<file path="src/rtl/tdm_tx_pkg.sv">
// Shared types and helpers for the TDM serial transmitter.
package tdm_tx_pkg;
    typedef enum logic [1:0] {
        DS_16 = 2'd0,
        DS_24 = 2'd1,
        DS_32 = 2'd2
    } dsize_e;

    // Number of sample bits for a depth code.
    function automatic logic [5:0] depth_bits(input logic [1:0] code);
        case (dsize_e'(code))
            DS_16:   return 6'd16;
            DS_24:   return 6'd24;
            default: return 6'd32;
        endcase
    endfunction
endpackage

</file>
<file path="src/rtl/tdm_tx_fifo.sv">
// Sample FIFO. Assumes DEPTH is a power of two.
// A push is dropped when the FIFO is full. The reader pops only when it is not empty.
module tdm_tx_fifo #(
    parameter int DEPTH = 8
) (
    input  logic                         clk,
    input  logic                         rst_n,
    input  logic                         push_i,
    input  logic [31:0]                  din_i,
    input  logic                         pop_i,
    output logic [31:0]                  head_o,
    output logic                         empty_o,
    output logic [$clog2(DEPTH+1)-1:0]   level_o
);
    localparam int AW = $clog2(DEPTH);
    localparam int LW = $clog2(DEPTH + 1);

    logic [31:0]   mem [DEPTH];
    logic [AW-1:0] wptr, rptr;
    logic [LW-1:0] count;
    logic          push_ok;

    assign push_ok = push_i && (count != LW'(DEPTH));
    assign empty_o = (count == '0);
    assign head_o  = mem[rptr];
    assign level_o = count;

    // Storage write.
    always_ff @(posedge clk) begin
        if (push_ok) mem[wptr] <= din_i;
    end

    // Pointers and occupancy.
    always_ff @(posedge clk) begin
        if (!rst_n) begin
            wptr  <= '0;
            rptr  <= '0;
            count <= '0;
        end else begin
            if (push_ok) wptr <= wptr + AW'(1);
            if (pop_i)   rptr <= rptr + AW'(1);
            count <= count + LW'(push_ok) - LW'(pop_i);
        end
    end

    p_pop_nonempty_r8: assert property (@(posedge clk) disable iff (!rst_n)
        pop_i |-> !empty_o);
    p_level_bound_r9: assert property (@(posedge clk) disable iff (!rst_n)
        (count == LW'(DEPTH)) && !pop_i |=> (count == LW'(DEPTH)));
endmodule

</file>
<file path="src/rtl/tdm_tx_bitclk.sv">
// Bit clock divider. While run_i is high, bclk toggles every div_i+1 clocks.
// While run_i is low, it is held low with the count cleared.
// fall_o marks the cycle in which bclk goes from high to low.
module tdm_tx_bitclk #(
    parameter int DIV_W = 8
) (
    input  logic             clk,
    input  logic             rst_n,
    input  logic             run_i,
    input  logic [DIV_W-1:0] div_i,
    output logic             bclk_o,
    output logic             fall_o
);
    logic [DIV_W-1:0] cnt;

    assign fall_o = run_i && bclk_o && (cnt == div_i);

    // Half-period counter and clock toggle.
    always_ff @(posedge clk) begin
        if (!rst_n || !run_i) begin
            cnt    <= '0;
            bclk_o <= 1'b0;
        end else if (cnt == div_i) begin
            cnt    <= '0;
            bclk_o <= ~bclk_o;
        end else begin
            cnt <= cnt + DIV_W'(1);
        end
    end

    p_bclk_idle_r2: assert property (@(posedge clk) disable iff (!rst_n)
        !run_i |=> !bclk_o);
endmodule

</file>
<file path="src/rtl/tdm_tx_framer.sv">
// Frame sequencer. Tracks the slot and bit position, loads a sample at each slot start,
// and forms sd and fclk. It assumes the configuration is stable while running,
// the slot count is even and within 2..MAX_SLOTS, and the mask is non-zero.
module tdm_tx_framer #(
    parameter int MAX_SLOTS = 8
) (
    input  logic                           clk,
    input  logic                           rst_n,
    input  logic                           enable_i,
    input  logic                           fall_i,
    input  logic                           i2s_delay_i,
    input  logic [1:0]                     dsize_i,
    input  logic                           slot32_i,
    input  logic                           tdm_i,
    input  logic [$clog2(MAX_SLOTS+1)-1:0] slots_i,
    input  logic [MAX_SLOTS-1:0]           mask_i,
    input  logic                           frame_rise_i,
    input  logic                           empty_i,
    input  logic [31:0]                    head_i,
    output logic                           pop_o,
    output logic                           running_o,
    output logic                           underflow_o,
    output logic                           fclk_o,
    output logic                           sd_o
);
    import tdm_tx_pkg::*;

    localparam int SW = $clog2(MAX_SLOTS + 1);
    localparam int IW = $clog2(MAX_SLOTS);

    logic          running, dly, uflow;
    logic [IW-1:0] slot, nslot;
    logic [4:0]    bitn;
    logic [31:0]   hold;
    logic [SW-1:0] nsl;
    logic          last_b, last_s, enter, want, cur_bit;

    assign nsl     = tdm_i ? slots_i : SW'(2);
    assign last_b  = slot32_i ? (bitn == 5'd31) : (bitn == 5'd15);
    assign last_s  = (SW'(slot) == nsl - SW'(1));
    assign cur_bit = ({1'b0, bitn} < depth_bits(dsize_i)) ? hold[5'd31 - bitn] : 1'b0;

    // Choose when a new slot begins, and which one.
    always_comb begin
        enter = 1'b0;
        nslot = '0;
        if (!running) begin
            enter = enable_i;
        end else if (fall_i && last_b && !(last_s && !enable_i)) begin
            enter = 1'b1;
            nslot = last_s ? '0 : slot + IW'(1);
        end
    end

    assign want  = enter && mask_i[nslot];
    assign pop_o = want && !empty_i;

    // Position, sample holding register, delayed bit and sticky flag.
    always_ff @(posedge clk) begin
        if (!rst_n) begin
            running <= 1'b0;
            slot    <= '0;
            bitn    <= '0;
            hold    <= '0;
            dly     <= 1'b0;
            uflow   <= 1'b0;
        end else begin
            if (want && empty_i) uflow <= 1'b1;
            if (enter) hold <= pop_o ? head_i : 32'd0;
            if (!running) begin
                if (enable_i) begin
                    running <= 1'b1;
                    slot    <= '0;
                    bitn    <= '0;
                    dly     <= 1'b0;
                end
            end else if (fall_i) begin
                if (last_b && last_s && !enable_i) begin
                    running <= 1'b0;
                    slot    <= '0;
                    bitn    <= '0;
                    dly     <= 1'b0;
                    hold    <= '0;
                end else begin
                    dly  <= cur_bit;
                    bitn <= last_b ? 5'd0 : bitn + 5'd1;
                    if (last_b) slot <= nslot;
                end
            end
        end
    end

    assign running_o   = running;
    assign underflow_o = uflow;
    assign fclk_o = running && ((SW'(slot) < (nsl >> 1)) ? frame_rise_i : !frame_rise_i);
    assign sd_o   = running && (i2s_delay_i ? dly : cur_bit);

    p_uflow_sticky_r8: assert property (@(posedge clk) disable iff (!rst_n)
        underflow_o |=> underflow_o);
    p_fclk_hold_r4: assert property (@(posedge clk) disable iff (!rst_n)
        running && !fall_i |=> $stable(fclk_o));
    p_stop_at_frame_r10: assert property (@(posedge clk) disable iff (!rst_n)
        running && fall_i && last_b && last_s && !enable_i |=> !running_o && !fclk_o && !sd_o);
    p_masked_nopop_r7: assert property (@(posedge clk) disable iff (!rst_n)
        pop_o |-> enter);
endmodule

</file>
<file path="src/rtl/tdm_serial_tx.sv">
// TDM/stereo serial audio transmitter, clock master. Connects the FIFO, the bit clock
// divider and the frame sequencer. The configuration must stay stable while enabled.
module tdm_serial_tx #(
    parameter int FIFO_DEPTH = 8,
    parameter int MAX_SLOTS  = 8,
    parameter int DIV_W      = 8
) (
    input  logic                              clk,
    input  logic                              rst_n,
    input  logic                              enable,
    input  logic                              wr_valid,
    input  logic [31:0]                       wr_data,
    output logic [$clog2(FIFO_DEPTH+1)-1:0]   fifo_level,
    input  logic                              cfg_i2s_delay,
    input  logic [1:0]                        cfg_dsize,
    input  logic                              cfg_slot32,
    input  logic                              cfg_tdm,
    input  logic [$clog2(MAX_SLOTS+1)-1:0]    cfg_slots,
    input  logic [MAX_SLOTS-1:0]              cfg_mask,
    input  logic                              cfg_frame_rise,
    input  logic [DIV_W-1:0]                  cfg_div,
    output logic                              underflow,
    output logic                              bclk,
    output logic                              fclk,
    output logic                              sd
);
    logic        pop, empty, running, fall;
    logic [31:0] head;

    tdm_tx_fifo #(.DEPTH(FIFO_DEPTH)) u_fifo (
        .clk(clk), .rst_n(rst_n), .push_i(wr_valid), .din_i(wr_data),
        .pop_i(pop), .head_o(head), .empty_o(empty), .level_o(fifo_level)
    );

    tdm_tx_bitclk #(.DIV_W(DIV_W)) u_bclk (
        .clk(clk), .rst_n(rst_n), .run_i(running), .div_i(cfg_div),
        .bclk_o(bclk), .fall_o(fall)
    );

    tdm_tx_framer #(.MAX_SLOTS(MAX_SLOTS)) u_framer (
        .clk(clk), .rst_n(rst_n), .enable_i(enable), .fall_i(fall),
        .i2s_delay_i(cfg_i2s_delay), .dsize_i(cfg_dsize), .slot32_i(cfg_slot32),
        .tdm_i(cfg_tdm), .slots_i(cfg_slots), .mask_i(cfg_mask),
        .frame_rise_i(cfg_frame_rise), .empty_i(empty), .head_i(head),
        .pop_o(pop), .running_o(running), .underflow_o(underflow),
        .fclk_o(fclk), .sd_o(sd)
    );
endmodule

</file>
<file path="config.mk">
export PLATFORM = sky130hd
export DESIGN_NAME = tdm_serial_tx
export DESIGN_NICKNAME = d
export VERILOG_FILES = /design/src/rtl/tdm_tx_pkg.sv /design/src/rtl/tdm_tx_fifo.sv /design/src/rtl/tdm_tx_bitclk.sv /design/src/rtl/tdm_tx_framer.sv /design/src/rtl/tdm_serial_tx.sv
export SDC_FILE = /design/constraint.sdc
export NUM_CORES = 1
export LEC_CHECK = 0
export BUFFER_PORTS_ARGS = -buffer_cell sky130_fd_sc_hd__buf_2
export CORE_UTILIZATION = 61
export CTS_CLUSTER_SIZE = 8
export DETAILED_ROUTE_END_ITERATION = 10
export GPL_TIMING_DRIVEN = 0
export HOLD_SLACK_MARGIN = 0.12
export PLACE_DENSITY = 0.88
export SYNTH_ARGS = -nofsm -noshare
export SYNTH_HDL_FRONTEND = slang
export SYNTH_SLANG_ARGS = --single-unit
</file>
<file path="constraint.sdc">
create_clock -name clk -period 8.15 [get_ports clk]
set_input_delay 2.0375 -clock clk [delete_from_list [all_inputs] [get_ports clk]]
set_output_delay 2.0375 -clock clk [all_outputs]
set_load 0.05 [all_outputs]
</file>
# After elaboration in Yosys (flattened, before gate mapping)
# Memories as Yosys holds them, arrays and structs flattened. A register that Yosys moved wholly into a read port is not among the register bits.
# Index checks and enable logic that the tools add are counted.
# Widths: inputs -> output; s select.
# word_totals
reg_bits	62
latchBits	0
mem_bits_rw	256
romBits	0
output_inout_bits	8
wordCells	102
memories	1
# op_classes
addsub	9
multipliers	0
div	0
magnitude_cmp	4
n_eq_ne	8
shift	0
muxes	42
bitwise	1
n_reduce_logical	26
# memory_table
memory	words	width	read_ports	rd_ports_with_merged_regs	wr	line_no	text
u_fifo.mem	8	32	1	1	1	tdm_tx_fifo.sv:18	logic [31:0] mem [DEPTH];
# ops
operator	n
$mux 32	5
$mux 3	10
$mux 5	5
$mux 1	18
$logic_and 1x1->1	13
$pmux 6 s2	1
$add 3x1->3 const B	3
$add 8x1->8 const B	1
$eq 8x8->1	1
$logic_not 1->1	6
$lt 5x6->1	1
$lt 5x6->1 const B	1
$add 5x1->5 const B	1
$bmux 1 s5	1
$eq 5x4->1 const B	1
$eq 5x5->1 const B	1
$sub 5x5->5 const A	1
$add 4x1->4	1
$eq 3x4->1	1
$logic_not 4->1	1
$lt 3x4->1 const B	1
$mux 4	1
$ne 4x4->1 const B	1
$sub 4x1->4	1
13 further kinds	13

# Longest topological paths before layout
# logic_depth
ltp_word	17
ltp_mapped	16

# By module
# A second synthesis with hierarchy kept.
# hier_totals
cells_unflattened	761
hier_area_um2	13356.6
# modules_own_cells
module	n_inst	cells_each	area_per_inst_um2	seq_area_each_um2
tdm_tx_fifo	1	440	10427.5	7947.6
tdm_tx_framer	1	272	2473.6	860.8
tdm_tx_bitclk	1	49	455.4	180.2

# Worst setup path after synthesis
# No wires, ideal clock.
# synth_timing
path_type	in2out
startpoint	in cfg_slots[2]
endpoint	out fclk
t_arrival_ns	3.205
required_ns	6.113
slack_ns	2.907
path_stages	7
path_buffers	0
path_cell_list	nand2_1 ha_1 o21ai_0 nand2b_1 a21oi_1 xnor2_1 and2_1
# synth_via
elab_chain_cells	4
# synth_rtl
element	line_no	text
from (decl)	tdm_serial_tx.sv:18	input logic [$clog2(MAX_SLOTS+1)-1:0] cfg_slots,
$mux 4	tdm_tx_framer.sv:38	assign nsl = tdm_i ? slots_i : SW'(2);
$lt 3x3->1	tdm_tx_framer.sv:95	assign fclk_o = running && ((SW'(slot) < (nsl >> 1)) ? frame_rise_i : !frame_rise_i);
$mux 1	tdm_tx_framer.sv:95	
$logic_and 1x1->1	tdm_tx_framer.sv:95	
to (decl)	tdm_serial_tx.sv:24	output logic fclk,
# No other way between the ends.

# Worst setup path after layout
# layout_timing
startpoint	in cfg_tdm
endpoint	out fclk
# layout_via
elab_chain_cells	4
# layout_rtl
element	line_no	text
from (decl)	tdm_serial_tx.sv:17	input logic cfg_tdm,
$mux 4	tdm_tx_framer.sv:38	
$lt 3x3->1	tdm_tx_framer.sv:95	
$mux 1	tdm_tx_framer.sv:95	
$logic_and 1x1->1	tdm_tx_framer.sv:95	
# No other way between the ends.

==> summary.md <==
| Metric | Value |
|---|---|
| Hold_buf cts | 0 |
| Post-synthesis mux area share | 16.4% |
| Reg-to-Reg End | u_fifo.level_o[2]$_SDFF_PN0_ |
| Clk buf depth | 3 |
| HP Start | u_framer.hold[5]$_SDFF_PN0_ |
| Critical Path Fanout Max | 5 |
| Pin count of the biggest net entering global routing | 25 |
| PortBufs | 68 |
| Hold WC Path Type | flip-flop to flip-flop |
| Clock sink total | 321 |
| Worst path arrival time | 3340 ps |
| Slew @ Worst Pin | 1110 ps |
| Clock Skews | 12.4 ps |
| FF/Latch Area | 8990 um2 |
| Max Slew Vio Count | 0 |
| Max-slew headroom | 25.9% |
| Congestion Overflow GR | 0 |
| Area occupied by multi-input gates | 3620 um2 |
| Synth Warn # | 0 |
| Gr usage total | 26.7% |
| Largest family of logic cells by synthesized area | multiplexers |
| Leak | 4.95 nW |
| CTS root buffer | clkbuf_16 |
| Reg2reg start | u_framer.bitn[2]$_SDFFE_PN0P_ |
| Placed Area | 13700 um2 |
| Initial Util | 62.4% |
| Core Region | 20400 um2 |
| Startpoint types | input pin |
| RSZ-0062 raised after global routing | false |
| CP most frequent cell | buf_2 |
| Endpoints failing hold | 0 |
| Number of global-route vias before repair | 7409 |
| Pwr per Cell Area | 277 nW/um2 |
| Met3 Use GR | 5.72% |
| Main flop type after synthesis | edfxtp_1 |
| Tcrit/Tclk final | 66.0% |
| Syn Inst Count | 716 |
| Setup tns final | 0 ps |
| Routed wire per std cell | 23.6 um |
| Fill count | 1168 |
| Setup crit end kind | output pin |
| Fin util | 73.8% |
| Hold path cells | 2 |
| Met2 Track Usage GR | 44.7% |
| Crit-path max cell delay | 280 ps |
| I/O pins | 70 |
| Worst vdd ir | 0.301 mV |
| Met1 Use GR | 33.6% |
| 1st-pass router iterations | 4 |
| Fraction of synthesized cell area in xor and xnor cells | 1.85% |
| Rows | 52 |
| Finished Cell Area | 15000 um2 |
| GPL Wtd Cong | 0.790 |
| Flops & latches, synth | 321 |
| Syn Nets | 795 |
| Post-synthesis compound-gate area fraction | 3.37% |
| FMAX | 0.186 GHz |
| Status | complete, no violations |
| Fin nets | 924 |
| CTS H-tree lvls | 2 |
| Required time worst endpoint | 6110 ps |
| Synthesized cell area | 12700 um2 |
| Slowest CP cell | ha_1 |
| Most Crowded Layer GR | met2 |
| Overall routed net length | 27300 um |
| Initial antenna violation count | 2 |
| Tmin final | 5380 ps |
| Post-CTS setup buffers | 0 |
| Adder-cell area share of the yosys netlist | 1.73% |
| Post-DP HPWL | 16500 um |
| Post-synth ARST share | 0% |
| Cts bufs inserted | 46 |
| Die area | 21400 um2 |
| Final ANT Viol Nets | 0 |
| Maxcap violations | 0 |
| Post_cts resized | 0 |
| Number of DRC markers in iteration 0 | 503 |
| Hold endpoint | u_framer.hold[5]$_SDFF_PN0_ |
| DIE WIDTH | 146 um |
| Layout cells sized above 1 | 25.9% |
| Number of distinct library cells after synthesis | 48 |
| CTS tree | yes |
| Sequential share of the synthesized area | 70.7% |
| Number of flops mapped to enable cells by yosys | 256 |
| Syn avg cell area | 17.8 um2 |
| Drt drc | 0 |
| WS Path Type | input pin to output pin |
| Die Y | 146 um |
| Vias per cell | 6.05 |
| Area Growth Syn to Fin | 18.2% |
| Setup slack, reg-to-reg | 4280 ps |
| CP Cell Sequence | buf_2 > nand2_1 > ha_1 > o21ai_0 > nand2b_1 > a21oi_1 > xnor2_1 > and2_1 > buf_2 |
| First-pass GRT wire length | 41900 um |
| Worst-path clk slew | 50 ps |
| Clk Latency, worst-skew pair | 540 ps |
| Synth Area in Simple Gates | 4.71% |
| Finish-stage setup viols | 0 |
| Total number of vias | 6982 |
| FF-to-FF path depth | 14 |
## metal layers
| layer | share of wire, % | wire length (um) | up-vias |
|---|---|---|---|
| met5 | 0 | 0 | - |
| met4 | 3.8 | 1040 | 0 |
| met3 | 6.7 | 1830 | 80 |
| met2 | 51 | 13900 | 290 |
| met1 | 39 | 10500 | 3508 |
| li1 | - | - | 3104 |
## synth_stat cells, types with 6 or more instances
cell type	number	area [um2]
edfxtp_1	256	7690
clkbuf_1	21	78.8
a21oi_1	6	30.0
inv_1	10	37.5
nand3_1	11	55.1
nand2_1	49	184
ha_1	16	200
nor2_1	23	86.3
buf_1	6	22.5
o21ai_0	37	185
nand2b_1	6	37.5
nor2b_1	6	37.5
nor3_1	6	30.0
mux4_2	73	1640
mux2i_1	39	390
xor2_1	12	105
dfxtp_1	65	1300
and2_1	9	56.3
xnor2_1	13	114
## worst max-delay path: cells and delay by family
| family | cells | cell delay [ps] |
|---|---|---|
| buffers and inverters | 2 | 360 |
| and+or+nand+nor | 3 | 290 |
| adders and majority gates | 1 | 280 |
| AOI/OAI and AO/OA | 2 | 240 |
| xor gates and xnor gates | 1 | 130 |
## per-stage QoR
stage / setup WS, ps / cells / total power [mW] / hold WS [ps]
floorplan: 2910 / 716 / 2.27 / 420
global placement: 442 / 1054 / 2.40 / 431
detailed placement: 2780 / 1067 / 2.44 / 443
CTS: 2760 / 1152 / 4.19 / 454
global route: 2650 / 1152 / 4.30 / 482
finish: 2770 / 1154 / 4.16 / 451
## flip-flops by register name, summed over array words and instances (netlist names), named ones only
name,cells
u_framer.dly,1
u_fifo.rptr,3
u_bclk.cnt,8
u_fifo.mem,256
u_framer.running_o,1
u_bclk.bclk_o,1
u_fifo.level_o,4
u_framer.bitn,5
u_framer.underflow_o,1
u_fifo.wptr,3
u_framer.hold,32
u_framer.slot,3
## where the power goes
group          internal [mW]  switching [mW]  leakage, nW
combinational          0.210           0.285         1.46
clock                   1.08           0.667        0.639
sequential              1.88          0.0410         2.85
## cells by family (layout without fill, tap and decap cells)
family | count (synthesis) | after routing
DFF | 321 | 321
and+or+nand+nor | 124 | 124
muxes | 116 | 116
AOI/OAI and AO/OA | 70 | 70
buffers and inverters | 42 | 208
xor gates and xnor gates | 26 | 26
adders and majority gates | 17 | 17
other | 0 | 2
## layout make-up
cell class | count | area share, %
sequential | 321 | 59.8
multi-input combinational | 353 | 24.1
clock buffer | 82 | 8.70
timing repair buffer | 81 | 3.79
tap | 270 | 2.25
buffer | 32 | 0.841
clock inverter | 3 | 0.250
inverter | 10 | 0.250
antenna | 2 | 0.0333
## worst max-delay path by stage
| stage | from | end | slack [ps] | depth (start not counted) |
|---|---|---|---|---|
| 2_1_floorplan | cfg_slots[2] | fclk | 2910 | 7 |
| 3_3_place_gp | wr_valid | u_fifo.mem[0][30]$_DFFE_PP_ | 440 | 4 |
| 3_5_place_dp | cfg_tdm | fclk | 2780 | 9 |
| 4_1_cts | cfg_tdm | fclk | 2760 | 9 |
| 5_1_grt | cfg_tdm | fclk | 2650 | 9 |
| 6_report | cfg_tdm | fclk | 2770 | 9 |
## layout by cell type (no fill, tap or decap), types with 6 or more instances in the layout
cell,Yosys,final
edfxtp_1,256,256
mux4_2,73,73
buf_2,2,70
dfxtp_1,65,65
clkbuf_1,21,56
nand2_1,49,49
clkbuf_16,0,47
mux2i_1,39,39
o21ai_0,37,37
nor2_1,23,17
ha_1,16,16
xnor2_1,13,13
xor2_1,12,12
nand3_1,11,11
inv_1,10,10
and2_1,9,9
buf_6,0,7
a21oi_1,6,6
nor2b_1,6,6
nor2_4,0,6
nand2b_1,6,6
buf_1,6,6
No activity file was read; power rests on OpenSTA's default activity.
